<file path="src/rtl/pwp_pkg.sv">
// Shared constants and types for the planar write datapath.
// Assumes four planes of one byte each.
package pwp_pkg;
    localparam int NPLANES = 4;
    localparam int BYTE_W  = 8;
    localparam int BUS_W   = NPLANES * BYTE_W;
    localparam int IDX_W   = 3;

    localparam logic [IDX_W-1:0] IDX_SETRST = 3'd0;
    localparam logic [IDX_W-1:0] IDX_SREN   = 3'd1;
    localparam logic [IDX_W-1:0] IDX_ROTLOP = 3'd2;
    localparam logic [IDX_W-1:0] IDX_MODE   = 3'd3;
    localparam logic [IDX_W-1:0] IDX_MASK   = 3'd4;

    typedef enum logic [1:0] {
        WM_MERGE  = 2'd0,
        WM_COPY   = 2'd1,
        WM_EXPAND = 2'd2,
        WM_MASKED = 2'd3
    } wmode_e;

    typedef enum logic [1:0] {
        LOP_PASS = 2'd0,
        LOP_AND  = 2'd1,
        LOP_OR   = 2'd2,
        LOP_XOR  = 2'd3
    } lop_e;

    typedef struct packed {
        logic [NPLANES-1:0] setrst;
        logic [NPLANES-1:0] sren;
        logic [2:0]         rot;
        lop_e               lop;
        wmode_e             mode;
        logic [BYTE_W-1:0]  bitmask;
    } gc_cfg_t;
endpackage

</file>
<file path="src/rtl/pwp_cfg_regs.sv">
// Configuration registers written through an index/data port.
// Assumes one register write per cycle and a synchronous active-low reset to zero.
module pwp_cfg_regs
    import pwp_pkg::*;
(
    input  logic              clk,
    input  logic              rst_n,
    input  logic              wr_en,
    input  logic [IDX_W-1:0]  idx,
    input  logic [BYTE_W-1:0] wdata,
    output gc_cfg_t           cfg
);
    logic [NPLANES-1:0] setrst_q;
    logic [NPLANES-1:0] sren_q;
    logic [4:0]         rotlop_q;
    logic [1:0]         mode_q;
    logic [BYTE_W-1:0]  mask_q;

    // Store the byte addressed by the index, or clear everything on reset.
    always_ff @(posedge clk) begin
        if (!rst_n) begin
            setrst_q <= '0;
            sren_q   <= '0;
            rotlop_q <= '0;
            mode_q   <= '0;
            mask_q   <= '0;
        end else if (wr_en) begin
            case (idx)
                IDX_SETRST: setrst_q <= wdata[NPLANES-1:0];
                IDX_SREN:   sren_q   <= wdata[NPLANES-1:0];
                IDX_ROTLOP: rotlop_q <= wdata[4:0];
                IDX_MODE:   mode_q   <= wdata[1:0];
                IDX_MASK:   mask_q   <= wdata;
                default: ;
            endcase
        end
    end

    // Present the stored fields as one typed bundle.
    always_comb begin
        cfg.setrst  = setrst_q;
        cfg.sren    = sren_q;
        cfg.rot     = rotlop_q[2:0];
        cfg.lop     = lop_e'(rotlop_q[4:3]);
        cfg.mode    = wmode_e'(mode_q);
        cfg.bitmask = mask_q;
    end
endmodule

</file>
<file path="src/rtl/pwp_latch_bank.sv">
// Holds one byte per plane, captured from the planes on a CPU read.
// Assumes the plane read data is valid in the cycle that load is high.
module pwp_latch_bank
    import pwp_pkg::*;
(
    input  logic             clk,
    input  logic             rst_n,
    input  logic             load,
    input  logic [BUS_W-1:0] din,
    output logic [BUS_W-1:0] latch_q
);
    // Capture all plane bytes together; hold otherwise.
    always_ff @(posedge clk) begin
        if (!rst_n)
            latch_q <= '0;
        else if (load)
            latch_q <= din;
    end
endmodule

</file>
<file path="src/rtl/pwp_plane_lane.sv">
// Forms one plane's write byte from the CPU byte, the settings and that plane's latch.
// Purely combinational; PLANE_IDX selects which CPU bit mode 2 expands.
module pwp_plane_lane
    import pwp_pkg::*;
#(
    parameter int PLANE_IDX = 0
) (
    input  wmode_e            mode,
    input  lop_e              lop,
    input  logic [2:0]        rot,
    input  logic [BYTE_W-1:0] bitmask,
    input  logic              setrst_bit,
    input  logic              sren_bit,
    input  logic [BYTE_W-1:0] cpu_data,
    input  logic [BYTE_W-1:0] latch_byte,
    output logic [BYTE_W-1:0] out_byte
);
    logic [2*BYTE_W-1:0] doubled;
    logic [BYTE_W-1:0]   rotated;

    // Rotate right by shifting a doubled copy of the CPU byte.
    always_comb begin
        doubled = {cpu_data, cpu_data} >> rot;
        rotated = doubled[BYTE_W-1:0];
    end

    // Select the mode's data and mask, apply the logical operation, then merge with the latch.
    always_comb begin
        logic [BYTE_W-1:0] data;
        logic [BYTE_W-1:0] mask;
        data = rotated;
        mask = bitmask;
        if (mode == WM_EXPAND)
            data = {BYTE_W{cpu_data[PLANE_IDX]}};
        if (mode == WM_MERGE && sren_bit)
            data = {BYTE_W{setrst_bit}};
        if (mode == WM_MASKED) begin
            mask = bitmask & rotated;
            data = {BYTE_W{setrst_bit}};
        end else begin
            case (lop)
                LOP_AND: data = data & latch_byte;
                LOP_OR:  data = data | latch_byte;
                LOP_XOR: data = data ^ latch_byte;
                default: ;
            endcase
        end
        if (mode == WM_COPY)
            out_byte = latch_byte;
        else
            out_byte = (data & mask) | (latch_byte & ~mask);
    end
endmodule

</file>
<file path="src/rtl/planar_write_path.sv">
// Top of the four-plane write datapath: settings, read latches and one lane per plane.
// Assumes the plane memory returns read data in the same cycle as cpu_rd.
module planar_write_path
    import pwp_pkg::*;
#(
    parameter int ADDR_W = 16
) (
    input  logic               clk,
    input  logic               rst_n,
    input  logic               cfg_wr,
    input  logic [IDX_W-1:0]   cfg_idx,
    input  logic [BYTE_W-1:0]  cfg_wdata,
    input  logic [ADDR_W-1:0]  cpu_addr,
    input  logic               cpu_rd,
    input  logic               cpu_wr,
    input  logic [BYTE_W-1:0]  cpu_wdata,
    input  logic [BUS_W-1:0]   plane_rdata,
    input  logic [NPLANES-1:0] plane_en,
    output logic [ADDR_W-1:0]  plane_addr,
    output logic [NPLANES-1:0] plane_we,
    output logic [BUS_W-1:0]   plane_wdata
);
    gc_cfg_t           cfg;
    logic [BUS_W-1:0]  latch_q;
    logic [BYTE_W-1:0] cur_mask;
    wmode_e            cur_mode;

    pwp_cfg_regs u_regs (
        .clk   (clk),
        .rst_n (rst_n),
        .wr_en (cfg_wr),
        .idx   (cfg_idx),
        .wdata (cfg_wdata),
        .cfg   (cfg)
    );

    pwp_latch_bank u_latch (
        .clk     (clk),
        .rst_n   (rst_n),
        .load    (cpu_rd),
        .din     (plane_rdata),
        .latch_q (latch_q)
    );

    // One lane per plane, each reading its own latch byte and configuration bits.
    for (genvar p = 0; p < NPLANES; p++) begin : g_lane
        pwp_plane_lane #(.PLANE_IDX(p)) u_lane (
            .mode       (cfg.mode),
            .lop        (cfg.lop),
            .rot        (cfg.rot),
            .bitmask    (cfg.bitmask),
            .setrst_bit (cfg.setrst[p]),
            .sren_bit   (cfg.sren[p]),
            .cpu_data   (cpu_wdata),
            .latch_byte (latch_q[p*BYTE_W +: BYTE_W]),
            .out_byte   (plane_wdata[p*BYTE_W +: BYTE_W])
        );
    end

    // Gate the strobes by the request and pass the offset through.
    always_comb begin
        plane_we   = cpu_wr ? plane_en : '0;
        plane_addr = cpu_addr;
        cur_mask   = cfg.bitmask;
        cur_mode   = cfg.mode;
    end
endmodule

</file>
<file path="config.mk">
export PLATFORM = sky130hd
export DESIGN_NAME = planar_write_path
export DESIGN_NICKNAME = d
export VERILOG_FILES = /design/src/rtl/pwp_pkg.sv /design/src/rtl/pwp_cfg_regs.sv /design/src/rtl/pwp_latch_bank.sv /design/src/rtl/pwp_plane_lane.sv /design/src/rtl/planar_write_path.sv
export SDC_FILE = /design/constraint.sdc
export NUM_CORES = 1
export LEC_CHECK = 0
export ABC_AREA = 1
export BUFFER_PORTS_ARGS = -buffer_cell sky130_fd_sc_hd__buf_2
export CORE_ASPECT_RATIO = 1.1
export CORE_MARGIN = 5
export CORE_UTILIZATION = 60
export CTS_BUF_LIST = sky130_fd_sc_hd__clkbuf_16
export DETAILED_ROUTE_END_ITERATION = 12
export GPL_ROUTABILITY_DRIVEN = 1
export HOLD_SLACK_MARGIN = 0.02
export PLACE_DENSITY = 0.83
export SYNTH_ARGS = -nofsm -noshare
export SYNTH_HDL_FRONTEND = slang
export SYNTH_SLANG_ARGS = --single-unit
</file>
<file path="constraint.sdc">
create_clock -name clk -period 3.5 [get_ports clk]
set_input_delay 0.175 -clock clk [delete_from_list [all_inputs] [get_ports clk]]
set_output_delay 0.175 -clock clk [all_outputs]
set_load 0.005 [all_outputs]
</file>
==> flow_summary.ini, run 1 <==
[status]
status = complete, no violations

[cts]
clkLatencyLatePin_ps = 300
numCtsBuffers = 5
cts_setup_buffers = 0
cts_resized = 0
ctsRootBufferMaster = clkbuf_16
cts_tree = yes
cts_sinks = 55
clk_pin_slew_worst_paths_ps = 80
hold_buffers = 0
clockBufferDepth = 2
htreeDepth = 2

[power_and_ir_drop]
power_density_nw_per_um2 = 314
ir_drop_uv = 276
p_leak_uw = 0.00342
power.total_uw = 1950

[critical_path]
r2r_slack_ps = 2090
cp-end-kind = output pin
cp_max_fo = 12
critPathKind = flip-flop to output pin
cp-start-kind = flip-flop
required_ps = 3320
arrival_ps = 2850

[global_route]
grt_max_degree = 65
grt_pass1_wl_um = 26900
gr-usage-all-layers_pct = 28.9
globalRouteOverflowTotal = 0
grt_pass1_vias = 5593
antenna_found_initial = 0

[layout]
diodes = 0
nets = 1124
synthToLayoutAreaGrowth_pct = 8.01
design_area_um2 = 6220
fin_cells = 1102
fill_cells = 918
drive_above_1_share_pct = 17.6

[logic_synthesis]
yosys.area.top_type = dfxtp_1
yosys-top-cells-area = dfxtp_1, nand2_1, ha_1
yosysWarnings = 0
netlist_instances = 933
syn_area_per_cell_um2 = 6.18
syn-num-nets = 1073
synth_top_area_share_pct = 19.1
ys_types = 29
yosysSeqAreaShare_pct = 19.1
synth_seq_cells = 55
synth_area_um2 = 5760

[timing]
slew_viol_final = 0
max_clock_freq_ghz = 0.330
period_needed_ps = 3030
fin_tns_setup_ps = 0
worstMarginPinSlew_ps = 826
skew_ps = 0
rsz0062_at_grt = no
min_period_over_period_pct = 86.5
max_slew_margin_pct = 45.0
hold_viol_final = 0
setup_slack_ps = 474
setup_viol = 0

[floorplan]
ios = 128
rows = 37
core_um2 = 9350
initial_core_util_pct = 61.6
die_h_um = 113
dieWidth_um = 103
dieArea_um2 = 11700

[placement]
post-place-ws_ps = 884
place_congestion = 0.989
portBuffers = 95
dpl.hpwl_um = 11700
placed_cell_area_um2 = 6050
place_inst = 1094

[detailed_routing]
ant_nets = 0
drc = 0
drt-initial-drc-count = 459
vias = 6124
routed_wl_um = 16700
avgViaCountPerCell = 5.56
routedWlPerCell_um = 15.2
first_pass_iters = 5

[run]
max_cap_viol_count = 0

[hold_path]
hold_path.class = primary input to flip-flop
-- cell families (layout without fill, tap and decap cells) --
kind of cell	count (synthesis)	after routing	share of synthesized area, %
AO/OA/AOI/OAI	183	183	18.0
adder cells (fa/ha/maj)	64	64	13.9
buffers and inverters	186	238	14.9
flip-flops	55	55	19.1
AND/OR/NAND/NOR	445	445	34.0
-- synth_stat cells (all sizes together) --
library cell  instances
a21oi                75
inv                 130
o211ai               21
clkinv                2
o2111ai              11
dfxtp                55
nand2               276
nor4                  1
nor2                101
buf                  36
o21ai                76
ha                   64
clkbuf               18
nand3                67
-- layout make-up --
class	instances	area, um2	share of cell area [%]
well taps	117	146	2.35
flip-flops and latches	55	1100	17.7
multi-input cells	692	3800	61.1
inverters	132	500	8.04
clock inverters	3	47.5	0.764
clock buffers	5	125	2.01
repair buffers	98	498	8.00
-- flip-flops by register name, summed over array words and instances (netlist names) --
name / count
u_regs.mask_q: 8
u_latch.latch_q: 32
u_regs.sren_q: 4
u_regs.mode_q: 2
u_regs.setrst_q: 4
u_regs.rotlop_q: 5
-- power breakdown --
group / total, uW / switching (uW) / internal [uW] / leakage [uW]
Clock: 608 / 265 / 343 / 0.0000844
Combinational: 650 / 413 / 237 / 0.00288
Sequential: 697 / 36.5 / 661 / 0.000453
Total: 1950 / 714 / 1240 / 0.00342
-- metrics by stage --
stage | utilization (%) | hold WS (ps)
after floorplan | - | 310
after global placement | 64.7 | 350
after detailed placement | 64.7 | 350
after CTS | 66.6 | 118
after global routing | 66.6 | 151
final | 66.6 | 112
-- layer usage --
metal | vias to the layer above | part of all wire [%] | global-route usage, %
met2 | 316 | 46 | 46.3
li1 | 3058 | - | -
met3 | 50 | 9.4 | 4.44
met4 | 0 | 3.4 | 11.0
met5 | - | 0 | 0
met1 | 2700 | 41 | 38.7
-- path summary, 6_finish.rpt --
check | to | cells past startpoint | from
worst max-delay path | plane_wdata[16] | 15 | u_regs.mode_q[0]$_SDFFE_PN0P_
worst min-delay path | u_regs.mask_q[5]$_SDFFE_PN0P_ | 3 | cfg_wdata[5]
worst max register to register | u_regs.rotlop_q[3]$_SDFFE_PN0P_ | 2 | u_regs.rotlop_q[3]$_SDFFE_PN0P_
worst min register to register | u_latch.latch_q[28]$_SDFFE_PN0P_ | 2 | u_latch.latch_q[28]$_SDFFE_PN0P_
-- cell usage in the layout (no fill, tap or decap), drive strengths merged --
master | Yosys | layout
nand2 | 276 | 276
inv | 130 | 131
nor2 | 101 | 101
buf | 36 | 98
o21ai | 76 | 76
a21oi | 75 | 75
nand3 | 67 | 67
ha | 64 | 64
dfxtp | 55 | 55
o211ai | 21 | 21
o2111ai | 11 | 11
clkbuf | 18 | 5
clkinv | 2 | 3
nor4 | 1 | 1
bufinv | 0 | 1
-- worst max-delay path, stage by stage, from the launching register on --
cell and delay, ps:
dfxtp_1 780, nor2_8 100, inv_2 190, nand2_1 220
nand2_1 120, nand2_1 70, nand2_1 90, inv_1 50
ha_1 260, nand2_1 50, o211ai_1 120, o21ai_1 90
inv_1 80, nand2_1 50, a21oi_1 140, buf_2 130
No activity file was read; power rests on OpenSTA's default activity.
==> inputs of run 2 (changes only) <==
- PLACE_DENSITY: 0.83 -> default
- PLACE_DENSITY_LB_ADDON: default -> 0.3
==> flow_summary.ini, run 2 (synthesis gave the netlist of run 1 again) <==
[status]
status = complete, no violations

[power_and_ir_drop]
p_leak_uw = 0.00340
power_density_nw_per_um2 = 306
ir_drop_uv = 223

[timing]
period_needed_ps = 2980
min_period_over_period_pct = 85.2
fin_tns_setup_ps = 0
max_clock_freq_ghz = 0.335
rsz0062_at_grt = no
max_slew_margin_pct = 45.4
skew_ps = 0
holdWs_ps = 120
hold_viol_final = 0
worstMarginPinSlew_ps = 820
setup_viol = 0
slew_viol_final = 0

[detailed_routing]
avgViaCountPerCell = 5.54
routedWlPerCell_um = 15.1
ant_nets = 0
vias = 6100
drt-initial-drc-count = 523
routed_wl_um = 16700
first_pass_iters = 5
drc = 0

[cts]
cts_tree = yes
cts_resized = 0
clockBufferDepth = 2
ctsRootBufferMaster = clkbuf_16
htreeDepth = 2
cts_setup_buffers = 0
clkLatencyLatePin_ps = 300
cts_sinks = 55
clk_pin_slew_worst_paths_ps = 80
numCtsBuffers = 5
hold_buffers = 0

[floorplan]
initial_core_util_pct = 61.6
dieWidth_um = 103
die_h_um = 113
rows = 37
ios = 128
core_um2 = 9350
dieArea_um2 = 11700

[layout]
register_area_um2 = 1100
fill_cells = 883
top_register = u_latch.latch_q
synthToLayoutAreaGrowth_pct = 7.67
layout_commonest_cell = nand2_1
fin_cells = 1102
design_area_um2 = 6200
biggestRegsByFlops = u_latch.latch_q x32, u_regs.mask_q x8, u_regs.rotlop_q x5
multi_input_area_um2 = 3800
diodes = 0
mostFrequentLayoutCells = nand2_1, inv_1, buf_2, nor2_1, o21ai_0
nets = 1124
largest_reg_flops = 32
drive_above_1_share_pct = 17.6

[critical_path]
arrival_ps = 2810
required_ps = 3320
slowest_stage = dfxtp_1
cp_max_fo = 12
crit_family = flip-flops
cp-end-kind = output pin
max_stage_delay_ps = 760
critPathKind = flip-flop to output pin
cp.buffers_inverters = 4
path_common_cell = nand2_1
cp_cell_sequence = nor2_8, inv_2, nand2_1, nand2_1, nand2_1, nand2_1, inv_1, ha_1, nand2_1, o211ai_1, o21ai_0, inv_1, nand2_1, a21oi_1, buf_2
cp-start-kind = flip-flop

[placement]
dpl.hpwl_um = 11800
placed_cell_area_um2 = 6050
place_congestion = 0.927
place_inst = 1094
portBuffers = 95

[hold_path]
hold_path.class = primary input to flip-flop

[global_route]
globalRouteOverflowTotal = 0
grt_max_degree = 65
grt_pass1_vias = 5552
antenna_found_initial = 0
grt_pass1_wl_um = 26500
gr-usage-all-layers_pct = 28.2

[run]
max_cap_viol_count = 0
-- run 2: cell types whose count changed in the layout (fill, tap and decap cells not counted), sizes merged --
cell      change
inv           +1
clkinv        -1
clkinvlp      +1
bufinv        -1
-- run 2: cell type report --
| class | count | share of cell area [%] |
|---|---|---|
| Clock inverter | 3 | 0.444 |
| Timing Repair Buffer | 98 | 8.03 |
| Clock buffer | 5 | 2.02 |
| Multi-Input combinational cell | 692 | 61.3 |
| Inverter | 132 | 8.07 |
| Tap cell | 117 | 2.36 |
| Sequential cell | 55 | 17.7 |
-- run 2: worst paths after layout --
path	start	slack [ps]	endpoint	cells after the start
setup / recovery	u_regs.mode_q[0]$_SDFFE_PN0P_	520	plane_wdata[24]	15
hold / removal	cfg_wdata[6]	120	u_regs.mask_q[6]$_SDFFE_PN0P_	3
setup reg to reg	u_regs.rotlop_q[3]$_SDFFE_PN0P_	2130	u_regs.rotlop_q[3]$_SDFFE_PN0P_	2
hold reg to reg	u_regs.mask_q[2]$_SDFFE_PN0P_	500	u_regs.mask_q[2]$_SDFFE_PN0P_	2
-- run 2: tightest hold or removal path, delay by kind of cell --
kind            cells  cell delay (ps)
buf+inv             1               70
compound gates      1               70
simple gates        1               70
-- run 2: where the power goes --
group          internal [uW]  switching, uW
Sequential               661           37.1
Combinational            237            414
Clock                    275            275
-- run 2: metal layers --
metal  GRT usage (%)  up-vias  share of wire (%)
li1                -     3064                  -
met1            38.4     2680                 43
met2            44.6      310                 44
met3            4.32       46                 10
met4            10.5        0                2.9
met5               0        -                  0
-- run 2: stage by stage --
| step | worst slack (ps) | total power, uW | utilization [%] |
|---|---|---|---|
| 2_1_floorplan | 1480 | 1180 | - |
| 3_3_place_gp | 952 | 1330 | 64.7 |
| 3_5_place_dp | 884 | 1350 | 64.7 |
| 4_1_cts | 545 | 1890 | 66.3 |
| 5_1_grt | 212 | 2030 | 66.3 |
| 6_report | 518 | 1900 | 66.3 |
